[config.mk]
export PLATFORM = sky130hd
export DESIGN_NAME = tdm_ds1_mapper
export DESIGN_NICKNAME = d
export VERILOG_FILES = /design/src/rtl/tdm_map_pkg.sv /design/src/rtl/tdm_frame_ctl.sv /design/src/rtl/tdm_chan_path.sv /design/src/rtl/tdm_ds1_mapper.sv
export SDC_FILE = /design/constraint.sdc
export NUM_CORES = 1
export LEC_CHECK = 0
export ABC_AREA = 1
export BUFFER_PORTS_ARGS = -buffer_cell sky130_fd_sc_hd__buf_4
export CELL_PAD_IN_SITES_DETAIL_PLACEMENT = 0
export CELL_PAD_IN_SITES_GLOBAL_PLACEMENT = 2
export CORE_UTILIZATION = 32
export DETAILED_ROUTE_END_ITERATION = 6
export HOLD_SLACK_MARGIN = 0.1
export PLACE_DENSITY_LB_ADDON = 0.15
export SETUP_SLACK_MARGIN = 0.02
export SLEW_MARGIN = 10
export SYNTH_ARGS = -nofsm -noshare
export SYNTH_HDL_FRONTEND = slang
export SYNTH_SLANG_ARGS = --single-unit
[constraint.sdc]
create_clock -name clk -period 2.97 [get_ports clk]
set_input_delay 0.594 -clock clk [delete_from_list [all_inputs] [get_ports clk]]
set_output_delay 0.594 -clock clk [all_outputs]
set_load 0.02 [all_outputs]
[src/rtl/tdm_map_pkg.sv]
package tdm_map_pkg;
  localparam int BYTE_W   = 8;
  localparam int NUM_CH   = 32;
  localparam int GROUP    = 4;
  localparam int CH_W     = $clog2(NUM_CH);
  localparam int BIT_W    = $clog2(BYTE_W);
  localparam int CNT_W    = CH_W + BIT_W;
  localparam int GRP_SH   = $clog2(GROUP);
  localparam int DS1_CH   = NUM_CH - NUM_CH / GROUP;
  localparam int SLOT_W   = $clog2(DS1_CH + 1);
  localparam int PSW_CH   = 3;
  localparam int MCW1_CH  = 15;
  localparam int MCW2_CH  = 31;
  localparam int EXT_CTL_BIT  = 3;
  localparam int EXT_STAT_BIT = 5;
  localparam logic [BYTE_W-1:0] IDLE_BYTE = '1;

  typedef logic [CH_W-1:0]   ch_t;
  typedef logic [SLOT_W-1:0] slot_t;
  typedef logic [BYTE_W-1:0] byte_t;

  // strobes handed from frame control to datapath for the coming edge
  typedef struct packed {
    logic byteDone;
    ch_t  doneCh;
    logic loadOut;
    ch_t  loadCh;
    logic reqOut;
    ch_t  reqCh;
    logic frameEnd;
  } strobe_t;

  function automatic logic isDataCh(ch_t ch);
    return ch[GRP_SH-1:0] != '0;
  endfunction

  function automatic logic isCtlCh(ch_t ch);
    return ch[GRP_SH-1:0] != '1;
  endfunction

  function automatic slot_t dataSlot(ch_t ch);
    return slot_t'(ch) - slot_t'(ch >> GRP_SH);
  endfunction

  function automatic slot_t ctlSlot(ch_t ch);
    return dataSlot(ch) + slot_t'(1);
  endfunction
endpackage

[src/rtl/tdm_frame_ctl.sv]
module tdm_frame_ctl
  import tdm_map_pkg::*;
(
  input  logic    clk,
  input  logic    rstN,
  input  logic    framePulse,
  output strobe_t stb
);
  localparam logic [BIT_W-1:0] REQ_BIT = BIT_W'(BYTE_W - 3);

  logic             fpS;
  logic [CNT_W-1:0] cnt;
  logic [CNT_W-1:0] idxEnd;
  ch_t              curCh;
  logic [BIT_W-1:0] curBit;

  // frame pulse sampled mid-period, like every serial input
  always_ff @(negedge clk or negedge rstN) begin
    if (!rstN) fpS <= 1'b0;
    else       fpS <= framePulse;
  end

  // a pulse forces the ending period to index 0
  assign idxEnd = fpS ? '0 : cnt;
  assign curCh  = idxEnd[CNT_W-1:BIT_W];
  assign curBit = idxEnd[BIT_W-1:0];

  always_ff @(posedge clk or negedge rstN) begin
    if (!rstN) cnt <= '0;
    else       cnt <= idxEnd + 1'b1;
  end

  always_comb begin
    stb.byteDone = (curBit == '1);
    stb.doneCh   = curCh;
    stb.loadOut  = (curBit == '1);
    stb.loadCh   = curCh + 1'b1;
    stb.reqOut   = (curBit == REQ_BIT);
    stb.reqCh    = curCh + 1'b1;
    stb.frameEnd = (idxEnd == '1);
  end
endmodule

[src/rtl/tdm_chan_path.sv]
module tdm_chan_path
  import tdm_map_pkg::*;
(
  input  logic    clk,
  input  logic    rstN,
  input  strobe_t stb,
  input  logic    dataIn,
  input  logic    ctl0In,
  input  logic    ctl1In,
  input  logic    extStatusIn,
  input  byte_t   dataRdData,
  input  byte_t   statRdData,
  input  byte_t   phaseStat,
  input  byte_t   masterStat1,
  input  byte_t   masterStat2,
  output logic    txWrEn,
  output slot_t   txWrSlot,
  output byte_t   txWrData,
  output logic    pcwWrEn,
  output slot_t   pcwSlot,
  output byte_t   pcwCtl,
  output byte_t   pcwSig,
  output byte_t   masterCtl1,
  output byte_t   masterCtl2,
  output logic    extCtl,
  output logic    dataRdEn,
  output slot_t   dataRdSlot,
  output logic    statRdEn,
  output slot_t   statRdSlot,
  output logic    dataOut,
  output logic    statusOut
);
  localparam int IN_LANES  = 3;
  localparam int OUT_LANES = 2;

  logic  laneIn   [IN_LANES];
  logic  laneS    [IN_LANES];
  byte_t laneSr   [IN_LANES];
  byte_t laneByte [IN_LANES];
  logic  extS;
  logic  extLatch;
  byte_t outLoad  [OUT_LANES];
  byte_t outSr    [OUT_LANES];

  assign laneIn[0] = dataIn;
  assign laneIn[1] = ctl0In;
  assign laneIn[2] = ctl1In;

  // input deserialisers, MSB first, sampled on the falling edge
  for (genvar g = 0; g < IN_LANES; g++) begin : g_inLane
    always_ff @(negedge clk or negedge rstN) begin
      if (!rstN) laneS[g] <= 1'b0;
      else       laneS[g] <= laneIn[g];
    end
    always_ff @(posedge clk or negedge rstN) begin
      if (!rstN) laneSr[g] <= '0;
      else       laneSr[g] <= laneByte[g];
    end
    assign laneByte[g] = {laneSr[g][BYTE_W-2:0], laneS[g]};
  end

  always_ff @(negedge clk or negedge rstN) begin
    if (!rstN) extS <= 1'b0;
    else       extS <= extStatusIn;
  end

  // channel writes toward the DS1 side
  always_ff @(posedge clk or negedge rstN) begin
    if (!rstN) begin
      txWrEn   <= 1'b0;
      txWrSlot <= '0;
      txWrData <= '0;
      pcwWrEn  <= 1'b0;
      pcwSlot  <= '0;
      pcwCtl   <= '0;
      pcwSig   <= '0;
    end else begin
      txWrEn  <= stb.byteDone && isDataCh(stb.doneCh);
      pcwWrEn <= stb.byteDone && isCtlCh(stb.doneCh);
      if (stb.byteDone) begin
        txWrSlot <= dataSlot(stb.doneCh);
        txWrData <= laneByte[0];
        pcwSlot  <= ctlSlot(stb.doneCh);
        pcwCtl   <= laneByte[1];
        pcwSig   <= laneByte[2];
      end
    end
  end

  // master words and once-per-frame pins
  always_ff @(posedge clk or negedge rstN) begin
    if (!rstN) begin
      masterCtl1 <= '0;
      masterCtl2 <= '0;
      extCtl     <= 1'b0;
      extLatch   <= 1'b0;
    end else begin
      if (stb.byteDone && stb.doneCh == ch_t'(MCW1_CH)) masterCtl1 <= laneByte[1];
      if (stb.byteDone && stb.doneCh == ch_t'(MCW2_CH)) masterCtl2 <= laneByte[1];
      if (stb.frameEnd) begin
        extCtl   <= masterCtl1[EXT_CTL_BIT];
        extLatch <= extS;
      end
    end
  end

  // read requests two periods ahead of each output channel
  always_ff @(posedge clk or negedge rstN) begin
    if (!rstN) begin
      dataRdEn   <= 1'b0;
      dataRdSlot <= '0;
      statRdEn   <= 1'b0;
      statRdSlot <= '0;
    end else begin
      dataRdEn <= stb.reqOut && isDataCh(stb.reqCh);
      statRdEn <= stb.reqOut && isCtlCh(stb.reqCh);
      if (stb.reqOut) begin
        dataRdSlot <= dataSlot(stb.reqCh);
        statRdSlot <= ctlSlot(stb.reqCh);
      end
    end
  end

  // byte chosen for each output lane at the channel boundary
  always_comb begin
    outLoad[0] = isDataCh(stb.loadCh) ? dataRdData : IDLE_BYTE;
    if (stb.loadCh == ch_t'(PSW_CH)) begin
      outLoad[1] = phaseStat;
    end else if (stb.loadCh == ch_t'(MCW1_CH)) begin
      outLoad[1] = masterStat1;
    end else if (stb.loadCh == ch_t'(MCW2_CH)) begin
      outLoad[1] = masterStat2;
      outLoad[1][EXT_STAT_BIT] = extLatch;
    end else if (isCtlCh(stb.loadCh)) begin
      outLoad[1] = statRdData;
    end else begin
      outLoad[1] = IDLE_BYTE;
    end
  end

  for (genvar g = 0; g < OUT_LANES; g++) begin : g_outLane
    always_ff @(posedge clk or negedge rstN) begin
      if (!rstN)            outSr[g] <= IDLE_BYTE;
      else if (stb.loadOut) outSr[g] <= outLoad[g];
      else                  outSr[g] <= {outSr[g][BYTE_W-2:0], 1'b1};
    end
  end

  assign dataOut   = outSr[0][BYTE_W-1];
  assign statusOut = outSr[1][BYTE_W-1];
endmodule

[src/rtl/tdm_ds1_mapper.sv]
module tdm_ds1_mapper
  import tdm_map_pkg::*;
(
  input  logic              clk,
  input  logic              rstN,
  input  logic              framePulse,
  input  logic              dataIn,
  input  logic              ctl0In,
  input  logic              ctl1In,
  input  logic              extStatusIn,
  output logic              txWrEn,
  output logic [SLOT_W-1:0] txWrSlot,
  output logic [BYTE_W-1:0] txWrData,
  output logic              pcwWrEn,
  output logic [SLOT_W-1:0] pcwSlot,
  output logic [BYTE_W-1:0] pcwCtl,
  output logic [BYTE_W-1:0] pcwSig,
  output logic [BYTE_W-1:0] masterCtl1,
  output logic [BYTE_W-1:0] masterCtl2,
  output logic              extCtl,
  output logic              dataRdEn,
  output logic [SLOT_W-1:0] dataRdSlot,
  input  logic [BYTE_W-1:0] dataRdData,
  output logic              statRdEn,
  output logic [SLOT_W-1:0] statRdSlot,
  input  logic [BYTE_W-1:0] statRdData,
  input  logic [BYTE_W-1:0] phaseStat,
  input  logic [BYTE_W-1:0] masterStat1,
  input  logic [BYTE_W-1:0] masterStat2,
  output logic              dataOut,
  output logic              statusOut
);
  strobe_t stb;

  tdm_frame_ctl u_ctl (
    .clk        (clk),
    .rstN       (rstN),
    .framePulse (framePulse),
    .stb        (stb)
  );

  tdm_chan_path u_path (
    .clk         (clk),
    .rstN        (rstN),
    .stb         (stb),
    .dataIn      (dataIn),
    .ctl0In      (ctl0In),
    .ctl1In      (ctl1In),
    .extStatusIn (extStatusIn),
    .dataRdData  (dataRdData),
    .statRdData  (statRdData),
    .phaseStat   (phaseStat),
    .masterStat1 (masterStat1),
    .masterStat2 (masterStat2),
    .txWrEn      (txWrEn),
    .txWrSlot    (txWrSlot),
    .txWrData    (txWrData),
    .pcwWrEn     (pcwWrEn),
    .pcwSlot     (pcwSlot),
    .pcwCtl      (pcwCtl),
    .pcwSig      (pcwSig),
    .masterCtl1  (masterCtl1),
    .masterCtl2  (masterCtl2),
    .extCtl      (extCtl),
    .dataRdEn    (dataRdEn),
    .dataRdSlot  (dataRdSlot),
    .statRdEn    (statRdEn),
    .statRdSlot  (statRdSlot),
    .dataOut     (dataOut),
    .statusOut   (statusOut)
  );
endmodule

==> Implementation_results.wiki, run 1 <==
{| class="wikitable"
! Metric !! Value
|-
| Syn_area_per_cell || roughly 9.2 sq um
|-
| Cell area after layout || between 0.007 and 0.008 sq mm
|-
| Library cells used by synthesis || 28
|-
| Core Area || 0.0148 sq mm
|-
| Top fanout value on the critical path || 8
|-
| Delay contributed by the slowest stage of the critical path || around 0.47 ns
|-
| Floorplan die area || ~0.016 sq mm
|-
| Filler Cell Count || 1380
|-
| Area contributors post-synth || dfrtp_1, nand2_1, dfstp_2
|-
| Worst Skew || 0.0244 ns
|-
| Nets || slightly below 800
|-
| Cell area after placement || between 0.006 and 0.007 sq mm
|-
| Combined buffer and inverter count along the critical path || 3
|-
| Endpoint of the most critical register-to-register path || u_path.statRdSlot[3]
|-
| Start of the worst register-to-register path || u_ctl.fpS
|-
| Share of the yosys chip area belonging to registers || 0.594
|-
| Maximum level of the CTS H-tree || 4
|-
| Setup crit start || u_ctl.fpS
|-
| Cell type with the highest aggregate area in the netlist || dfrtp_1
|-
| Drt drc || 0
|-
| Total area of multi-input combinational cells || around 0.002 sq mm
|-
| Synth Instances || about 530
|-
| Logic depth of the worst setup path including buffers || 16
|-
| Run status || finished, violations left
|-
| Standard-cell row count || 44
|-
| Areal power density over the cells || around 570 mW/mm^2
|-
| Worst min-delay path class || in2reg
|-
| Share of Yosys cell area claimed by the top area cell type || 0.483
|-
| Last element of the critical path || u_path.statRdSlot[3]
|-
| Routed length per instance || about 14 um
|-
| Clock-pin slew reported for the worst setup and hold paths after clock tree synthesis || approximately 0.06 ns
|-
| Fraction of layout cells with a size suffix above 1 || 0.426
|-
| Worst-Skew Late Latency || 0.42 ns
|-
| Violated checks || negative setup slack
|-
| Post-detailed-route count of antenna-violating nets || 0
|-
| Die height || 126 um
|-
| Required arrival time at the worst endpoint || 3.28 ns
|-
| Setup CP Type || reg2reg
|-
| Via count of the first global-routing pass || between 4000 and 5000
|-
| Cell at the root of the clock tree || clkbuf_16
|-
| Storage element area || about 0.0029 sq mm
|-
| Placer Congestion || approximately 0.82
|-
| Leakage power summed over all cells || slightly above 4 nW
|-
| Register-to-register setup slack || -0.74 ns
|-
| Initial antenna violation count || 0
|-
| Relative slew margins || 0.566
|-
| Remaining global-route overflow || 0
|-
| Final count of hold timing violations || 0
|-
| Crit path DAT || around 4 ns
|-
| Final WL || roughly 13000 um
|-
| Buffer levels on the longest clock path || 2
|-
| Worst path cell trace || inv_4 -> nand2_4 -> nor2_4 -> nand2_2 -> inv_2 -> ha_4 -> ha_4 -> nand2_1 -> nand2_1 -> nor2_2 -> inv_1 -> nand2_2 -> nand2_2 -> or2_1 -> nand3_1 -> nand2_1
|-
| Half-perimeter wire length after placement || a little under 9000 um
|-
| CTS tree || yes
|-
| RSZ-0062 raised after global routing || yes
|-
| Clock buffer count from CTS || 17
|-
| P&R area growth vs syn || 56.5%
|-
| Syn_nets || about 600
|-
| Via count || 4142
|-
| Clock sinks || approximately 120
|-
| Pin count of the biggest net entering global routing || 53
|-
| Number of diodes added for antenna fixing || 0
|-
| Final setup violation count || 81
|-
| Starting density of the core || 0.333
|-
| Hold path depth || 3
|-
| Slowest cell on the critical path || dfrtn_1
|-
| Accumulated negative setup slack || -27.10 ns
|-
| I/O pin count || 114
|-
| Worst reg-to-reg path cell count || 16
|-
| Number of max-slew violations in the final report || 0
|-
| Count of synthesis-stage warnings from yosys || 0
|-
| Family with the most delay on the worst path || simple AND/OR/NAND/NOR gates
|-
| Worst slew pin tran || between 0.6 and 0.7 ns
|-
| First-pass iteration count of the detailed router || 4
|-
| Wire length of the first global-routing pass || between 20000 and 25000 um
|-
| Post-DR vias/cell || 4.48
|-
| Worst Setup End Kind || register
|-
| Horiz. Die Dim || ~130 um
|-
| 1st-iter DRT viols || roughly 220
|-
| GRT Util Overall || 0.173
|-
| IR Drop Worst-Case VDD || about 0.45 mV
|-
| Number of I/O port buffers || 112
|-
| Total standard cell area after synthesis || 0.00492 sq mm
|-
| Crit start category || register
|-
| Worst-case setup margin in the final layout || -0.738 ns
|-
| Number of register bits inferred by synthesis || about 120
|-
| Max cap viols || 0
|}
[metal layers]
layer / global-route usage / vias up / part of all wire
li1: - / 2066 / -
met1: 0.220 / 1974 / 0.46
met2: 0.287 / 86 / 0.50
met3: 0.0391 / 16 / 0.034
met4: 0.0702 / 0 / 0.014
met5: 0 / - / 0
[cell usage after synthesis (all sizes together)]
cell and number:
fa 2, xor2 8, a21oi 4, dfrtp 95
nand4 2, ha 16, o21bai 1, o21ai 54
o21a 1, nand2 192, nor2 26, nand3 31
clkbuf 15, o31ai 2, nor3 2, dfrtn 5
or2 3, dfstp 16, inv 58
[logic make-up (layout without fill, tap and decap cells)]
group,Yosys count,after routing,share of synthesized area
fa+ha+maj,18,18,0.0488
xor+xnor,8,8,0.0142
flops,116,116,0.594
buf+inv,73,281,0.0557
compound gates,62,62,0.0659
simple gates,256,256,0.221
[worst register-to-register path, delay by kind of cell (launching register included)]
| kind | cells | cell delay, ns |
|---|---|---|
| buf+inv | 3 | 0.23 |
| simple gates | 11 | 0.96 |
| fa+ha+maj | 2 | 0.49 |
| flops | 1 | 0.47 |
[layout make-up]
type	instances	area share
flip-flops and latches	116	0.380
multi-input cells	344	0.260
repair buffers	190	0.218
clock buffers	19	0.0588
inverters	58	0.0306
well taps	184	0.0299
clock inverters	13	0.0219
repair inverters	1	0.00114
[per-stage QoR]
step / utilization / power (mW) / hold slack [ns] / worst slack (ns) / instances
2_1_floorplan: - / 1.96 / 0.298 / -0.693 / 533
3_3_place_gp: 0.441 / 2.21 / 0.360 / -0.712 / 869
3_5_place_dp: 0.441 / 2.22 / 0.358 / -0.782 / 869
4_1_cts: 0.503 / 4.40 / 0.342 / -0.704 / 916
5_1_grt: 0.522 / 4.54 / 0.357 / -0.895 / 925
6_report: 0.522 / 4.35 / 0.370 / -0.738 / 925
[registers in the layout (all words and copies together) (netlist names), 8 cells and up]
register,flops
u_ctl.cnt,8
u_path.laneByte,24
u_path.masterCtl1,8
u_path.masterCtl2,8
u_path.outSr,14
u_path.pcwCtl,8
u_path.pcwSig,8
u_path.txWrData,8
[timing repair]
| action | CTS | global route |
|---|---|---|
| resized for setup | 43 | 51 |
| hold endpoints to repair | 11 | 0 |
| setup endpoints to repair | 83 | 85 |
| hold buffers | 1 | 0 |
| buffers inserted | 11 | 5 |
| pin swaps | 17 | 8 |
| gates cloned | 3 | 4 |
[worst min-delay path by stage]
stage                             startpoint                 end
after floorplan                         rstN        u_ctl.cnt[0]
after global placement    u_path.laneByte[3]  u_path.laneByte[4]
after detailed placement  u_path.laneByte[3]  u_path.laneByte[4]
after CTS                      dataRdData[0]     u_path.outSr[8]
after global routing           dataRdData[0]     u_path.outSr[8]
final                          dataRdData[0]     u_path.outSr[8]
[power by group]
part           switching, mW  internal (mW)  total (mW)  leakage, nW
combinational          0.254          0.212       0.465         2.24
clock                  0.758           1.38        2.13        0.305
sequential            0.0578           1.69        1.75         1.49
[cell usage in the layout, fill, tap and decap left out, drive strengths merged]
cell and n:
nand2 192, buf 185, dfrtp 95, inv 63, o21ai 54, nand3 31, nor2 26, clkbuf 23
dfstp 16, ha 16, xor2 8, dfrtn 5, clkinv 5, a21oi 4, bufinv 3, or2 3
nor3 2, nand4 2, o31ai 2, fa 2, o21bai 1, o21a 1, clkinvlp 1, dlygate4sd3 1
No activity file was read; power rests on OpenSTA's default activity.
==> run 2, diff against run 1 <==
--- a/config.mk
+++ b/config.mk
@@ -9,6 +9,7 @@
 export BUFFER_PORTS_ARGS = -buffer_cell sky130_fd_sc_hd__buf_4
 export CELL_PAD_IN_SITES_DETAIL_PLACEMENT = 0
 export CELL_PAD_IN_SITES_GLOBAL_PLACEMENT = 2
+export CORE_MARGIN = 5
 export CORE_UTILIZATION = 32
 export DETAILED_ROUTE_END_ITERATION = 6
 export HOLD_SLACK_MARGIN = 0.1
==> constraint.sdc (replaced) <==
create_clock -name clk -period 3.9 [get_ports clk]
set_input_delay 0.78 -clock clk [delete_from_list [all_inputs] [get_ports clk]]
set_output_delay 0.78 -clock clk [all_outputs]
set_load 0.02 [all_outputs]
==> Implementation_results.wiki, run 2 (synthesis results as in run 1) <==
{| class="wikitable"
! Metric !! Value
|-
| Run status || finished, violations left
|-
| Violated checks || negative setup slack
|-
| P&R area growth vs syn || 52.5%
|-
| Most used cells in the layout excluding fill and tap cells || buf_4, nand2_1, dfrtp_1
|-
| Worst-case setup margin in the final layout || -0.301 ns
|-
| Final setup violation count || 16
|-
| Worst Skew || roughly 0.022 ns
|-
| IR Drop Worst-Case VDD || between 0.2 and 0.3 mV
|-
| Placer Congestion || a little under 0.8
|-
| Internal power consumption || ~2.5 mW
|-
| Remaining global-route overflow || 0
|-
| Post-CTS Hold Fix Bufs || 0
|-
| Cell at the root of the clock tree || clkbuf_16
|-
| Worst-Skew Late Latency || 0.41 ns
|-
| Post-detailed-route count of antenna-violating nets || 0
|-
| Crit start category || register
|-
| Via count || between 4000 and 5000
|-
| Floorplan die area || approximately 0.018 sq mm
|-
| Horiz. Die Dim || 134 um
|-
| Routed length per instance || approximately 14 um
|-
| Crit path DAT || 4.50 ns
|-
| Required arrival time at the worst endpoint || 4.20 ns
|-
| Areal power density over the cells || 432 mW/mm^2
|-
| Total power after layout || ~3.2 mW
|-
| Number of I/O port buffers || 112
|-
| Starting density of the core || 0.325
|-
| NetSw || 0.764 mW
|-
| Top fanout value on the critical path || 8
|-
| Final standard cell utilization of the core || 0.495
|-
| Via count of the first global-routing pass || 4182
|-
| Most frequent standard cell in the layout excluding fill and tap cells || buf_4
|-
| Buffer levels on the longest clock path || 2
|-
| Number of max-slew violations in the final report || 0
|-
| Worst path cell trace || clkinv_4 -> nand2_4 -> nor2_2 -> nand2_2 -> inv_2 -> ha_4 -> ha_4 -> nand2_2 -> nand2_2 -> nor2_4 -> inv_2 -> nand2_4 -> nand2_4 -> or2_1 -> nand3_1 -> nand2_1
|-
| CTS tree || yes
|-
| Maximum level of the CTS H-tree || 4
|-
| Die height || 134 um
|-
| Pin count of the biggest net entering global routing || 29
|-
| First-pass iteration count of the detailed router || 6
|-
| Leakage power summed over all cells || 3.88 nW
|-
| Relative slew margins || 0.689
|-
| Filler Cell Count || ~1500
|-
| Half-perimeter wire length after placement || approximately 9000 um
|-
| Slowest cell on the critical path || dfrtn_1
|-
| Accumulated negative setup slack || -2.07 ns
|-
| Cell area after placement || approximately 0.0064 sq mm
|-
| I/O pin count || roughly 110
|-
| Clock sinks || ~120
|-
| Worst min-delay path class || in2async
|-
| Wire length of the first global-routing pass || 20500 um
|-
| Worst slew pin tran || 0.466 ns
|-
| RSZ-0062 raised after global routing || yes
|-
| 1st-iter DRT viols || around 140
|-
| Flip-flop count of the largest register after layout || 24
|-
| Cell area after layout || roughly 0.0075 sq mm
|-
| Core Area || between 0.015 and 0.02 sq mm
|-
| Clock power share || 0.485
|-
| Worst Setup End Kind || register
|-
| Delay contributed by the slowest stage of the critical path || 0.46 ns
|-
| Standard-cell row count || between 40 and 50
|-
| Sw frac || 0.236
|-
| Family with the most delay on the worst path || simple AND/OR/NAND/NOR gates
|-
| Clock buffer count from CTS || 17
|-
| Initial antenna violation count || 0
|-
| Combined buffer and inverter count along the critical path || 3
|-
| Combinational share of power || 0.104
|-
| Setup CP Type || reg2reg
|-
| Fraction of layout cells with a size suffix above 1 || 0.431
|-
| Worst-case setup slack after placement || -0.271 ns
|-
| Final WL || 12700 um
|-
| Final count of hold timing violations || 0
|-
| Max cap viols || 0
|-
| GRT Util Overall || 0.145
|-
| Number of diodes added for antenna fixing || 0
|-
| Sequential group share of total power || 0.411
|-
| Post-DR vias/cell || between 4 and 5
|-
| Nets || a little under 800
|-
| Drt drc || 0
|-
| Clock-pin slew reported for the worst setup and hold paths after clock tree synthesis || about 0.050 ns
|}
[run 2: path summary, 6_finish.rpt]
check	to	cells past startpoint	from	slack [ns]
min	u_path.masterCtl2[2]	1	rstN	0.30
min in group clk	u_path.laneByte[13]	0	u_path.laneByte[12]	0.37
max	u_path.statRdSlot[3]	16	u_ctl.fpS	-0.30
max reg2reg	u_path.statRdSlot[3]	16	u_ctl.fpS	-0.30
min reg2reg	u_path.laneByte[13]	0	u_path.laneByte[12]	0.37
max in group asynchronous	u_path.extS	1	rstN	1.41
[run 2: timing repair]
item / in CTS / in global routing
setup buffers: 5 / 13
endpoints found under the setup margin: 18 / 31
cloned: 0 / 1
resized for setup: 21 / 72
pin swaps: 5 / 35
[run 2: area by class of cell]
| type | count | area (sq um) | area share |
|---|---|---|---|
| clock inverters | 9 | 129 | 0.0172 |
| multi-input cells | 344 | 2110 | 0.281 |
| repair buffers | 177 | 1410 | 0.188 |
| well taps | 188 | 235 | 0.0314 |
| clock buffers | 23 | 468 | 0.0624 |
| inverters | 58 | 229 | 0.0305 |
| flip-flops and latches | 116 | 2920 | 0.390 |
[run 2: worst register-to-register path: stages, from the launching register on]
cell and delay (ns):
dfrtn_1 0.46, clkinv_4 0.14, nand2_4 0.10, nor2_2 0.04
nand2_2 0.08, inv_2 0.05, ha_4 0.25, ha_4 0.25
nand2_2 0.08, nand2_2 0.07, nor2_4 0.15, inv_2 0.06
nand2_4 0.07, nand2_4 0.05, or2_1 0.20, nand3_1 0.07
nand2_1 0.05
[run 2: power groups by stage]
| stage | Combinational [mW] | Sequential, mW | Clock [mW] |
|---|---|---|---|
| 4_1_cts | 0.340 | 1.33 | 1.61 |
| 2_1_floorplan | 0.0732 | 1.42 | 0 |
| 6_report | 0.339 | 1.33 | 1.57 |
| 5_1_grt | 0.373 | 1.34 | 1.67 |
| 3_3_place_gp | 0.333 | 1.35 | 0 |
| 3_5_place_dp | 0.337 | 1.35 | 0 |
[run 2: per-layer routing]
layer  part of all wire  wire, um  vias up  GRT usage
met3              0.039       490       14     0.0375
li1                   -         -     2032          -
met2               0.50      6390       70      0.244
met1               0.45      5670     1923      0.178
met5                  0         0        -          0
met4              0.011       144        0     0.0549
[run 2: stage by stage]
step                      cells  hold WS, ns
final                       915        0.298
after global routing        915        0.310
after CTS                   903        0.299
after detailed placement    866        0.361
after global placement      866        0.360
after floorplan             533        0.354
==> run 3, diff against run 2 <==
--- a/config.mk
+++ b/config.mk
@@ -10,7 +10,7 @@
 export CELL_PAD_IN_SITES_DETAIL_PLACEMENT = 0
 export CELL_PAD_IN_SITES_GLOBAL_PLACEMENT = 2
 export CORE_MARGIN = 5
-export CORE_UTILIZATION = 32
+export CORE_UTILIZATION = 29
 export DETAILED_ROUTE_END_ITERATION = 6
 export HOLD_SLACK_MARGIN = 0.1
 export PLACE_DENSITY_LB_ADDON = 0.15
==> constraint.sdc (replaced) <==
create_clock -name clk -period 3.57 [get_ports clk]
set_input_delay 0.714 -clock clk [delete_from_list [all_inputs] [get_ports clk]]
set_output_delay 0.714 -clock clk [all_outputs]
set_load 0.02 [all_outputs]
==> Implementation_results.wiki, run 3 (synthesis results as in run 1) <==
{| class="wikitable"
! Metric !! Value
|-
| Run status || finished, violations left
|-
| Violated checks || negative setup slack
|-
| Routed length per instance || ~14 um
|-
| Worst Hold Slack || 0.229 ns
|-
| Relative slew margins || 0.521
|-
| Internal power consumption || ~2.6 mW
|-
| Drt drc || 0
|-
| Die height || 140 um
|-
| Post-DR vias/cell || 4.31
|-
| Combinational share of power || 0.110
|-
| Cell at the root of the clock tree || clkbuf_16
|-
| Worst-Skew Late Latency || 0.41 ns
|-
| Accumulated negative setup slack || -5.55 ns
|-
| Top fanout value on the critical path || 7
|-
| Post-CTS Hold Fix Bufs || 0
|-
| Standard-cell row count || 47
|-
| Nets || between 700 and 800
|-
| Clock power share || 0.466
|-
| Number of max-slew violations in the final report || 0
|-
| Worst path cell trace || inv_4 -> nand2_4 -> nor2_4 -> nand2_2 -> buf_4 -> nand2_4 -> inv_1 -> fa_2 -> inv_2 -> ha_4 -> nand2_2 -> inv_2 -> nand3_2 -> nand2_1 -> nand3_1 -> nand2_1
|-
| Cell area after placement || about 0.0065 sq mm
|-
| Via count || between 4000 and 5000
|-
| IR Drop Worst-Case VDD || 0.311 mV
|-
| Half-perimeter wire length after placement || just over 9000 um
|-
| Starting density of the core || 0.297
|-
| Delay contributed by the slowest stage of the critical path || about 0.55 ns
|-
| Floorplan die area || between 0.015 and 0.02 sq mm
|-
| Horiz. Die Dim || ~140 um
|-
| Initial antenna violation count || 0
|-
| Final setup violation count || 53
|-
| Cell area after layout || approximately 0.0076 sq mm
|-
| Remaining global-route overflow || 0
|-
| Clock buffer count from CTS || 17
|-
| RSZ-0062 raised after global routing || yes
|-
| Combined buffer and inverter count along the critical path || 5
|-
| Final count of hold timing violations || 0
|-
| Post-detailed-route count of antenna-violating nets || 0
|-
| Required arrival time at the worst endpoint || approximately 3.9 ns
|-
| Worst-case setup margin in the final layout || -0.384 ns
|-
| Worst slew pin tran || about 0.72 ns
|-
| Storage element area || 0.00292 sq mm
|-
| Final standard cell utilization of the core || 0.459
|-
| Maximum level of the CTS H-tree || 4
|-
| Worst min-delay path class || in2async
|-
| P&R area growth vs syn || 54.6%
|-
| Leakage power summed over all cells || between 3 and 4 nW
|-
| GRT Util Overall || 0.132
|-
| CTS tree || yes
|-
| Setup CP Type || reg2reg
|-
| Final WL || between 10000 and 15000 um
|-
| Wire length of the first global-routing pass || about 21000 um
|-
| Non-Filler Instances || between 900 and 1000
|-
| Sequential group share of total power || 0.424
|-
| Family with the most delay on the worst path || adder cells
|-
| Max cap viols || 0
|-
| Areal power density over the cells || 452 mW/mm^2
|-
| Total area of multi-input combinational cells || between 0.002 and 0.0025 sq mm
|-
| Placer Congestion || around 0.83
|-
| Filler Cell Count || approximately 1600
|-
| Clock-pin slew reported for the worst setup and hold paths after clock tree synthesis || roughly 0.05 ns
|-
| Slowest cell on the critical path || fa_2
|-
| Most frequent standard cell in the layout excluding fill and tap cells || nand2_1
|-
| Placed instance count || 899
|-
| Fraction of layout cells with a size suffix above 1 || 0.411
|-
| Core Area || between 0.015 and 0.02 sq mm
|-
| Via count of the first global-routing pass || 4105
|-
| Sw frac || 0.251
|-
| First-pass iteration count of the detailed router || 4
|-
| Crit path DAT || 4.26 ns
|-
| I/O pin count || 114
|-
| NetSw || 0.862 mW
|-
| Most used cells in the layout excluding fill and tap cells || nand2_1, buf_4, dfrtp_1
|-
| Buffer levels on the longest clock path || 2
|-
| Worst Skew || 0.0226 ns
|-
| Flip-flop count of the largest register after layout || 24
|-
| Crit start category || register
|-
| 1st-iter DRT viols || 150
|-
| Pin count of the biggest net entering global routing || 57
|-
| Number of diodes added for antenna fixing || 0
|-
| Worst Setup End Kind || register
|-
| Number of I/O port buffers || between 100 and 150
|-
| Clock sinks || approximately 120
|}
-- run 3: changes by cell type in the layout (fill, tap and decap cells not counted), sizes merged --
cell and change:
clkbuf +3, inv +3, bufinv -2, clkinv +2, buf -1
-- run 3: metrics by stage --
| stage | power (mW) | worst slack [ns] |
|---|---|---|
| floorplan | 1.63 | -0.393 |
| global placement | 1.84 | -0.403 |
| detailed placement | 1.85 | -0.433 |
| CTS | 3.48 | -0.390 |
| global route | 3.59 | -0.539 |
| finish | 3.44 | -0.384 |
-- run 3: area by class of cell --
cell class,instances,area share
clock buffers,21,0.0606
clock inverters,11,0.0135
inverters,58,0.0306
multi-input cells,344,0.265
flip-flops and latches,116,0.384
well taps,220,0.0362
repair buffers,181,0.208
repair inverters,1,0.00115
-- run 3: path summary, 6_finish.rpt --
path / from / end / slack [ns] / cells after the start
worst max-delay path: u_ctl.fpS / u_path.statRdSlot[4] / -0.38 / 16
worst min-delay path: rstN / u_path.laneByte[18] / 0.23 / 1
worst max register to register: u_ctl.fpS / u_path.statRdSlot[4] / -0.38 / 16
worst min register to register: u_path.laneByte[9] / u_path.laneByte[10] / 0.37 / 0
max in group asynchronous: rstN / u_path.extS / 1.34 / 1
min in group clk: u_path.laneByte[9] / u_path.laneByte[10] / 0.37 / 0
-- run 3: repair_timing --
item / CTS / global route
endpoints found under the setup margin: 78 / 71
resized for setup: 29 / 46
pin swaps: 9 / 2
buffers inserted: 4 / 8
cloned: 0 / 9
-- run 3: power by group through the flow --
stage	Clock [mW]	Sequential [mW]	Combinational [mW]
after global routing	1.71	1.47	0.416
after floorplan	0	1.55	0.0800
after global placement	0	1.48	0.366
final	1.60	1.46	0.379
after detailed placement	0	1.48	0.367
after CTS	1.65	1.46	0.372
-- run 3: routing by layer --
metal  global-route usage  vias to the layer above  part of all wire
li1                     -                     2048                 -
met4               0.0479                        0             0.013
met3               0.0354                       13             0.040
met5                    0                        -                 0
met2                0.213                       80              0.49
met1                0.170                     1961              0.46
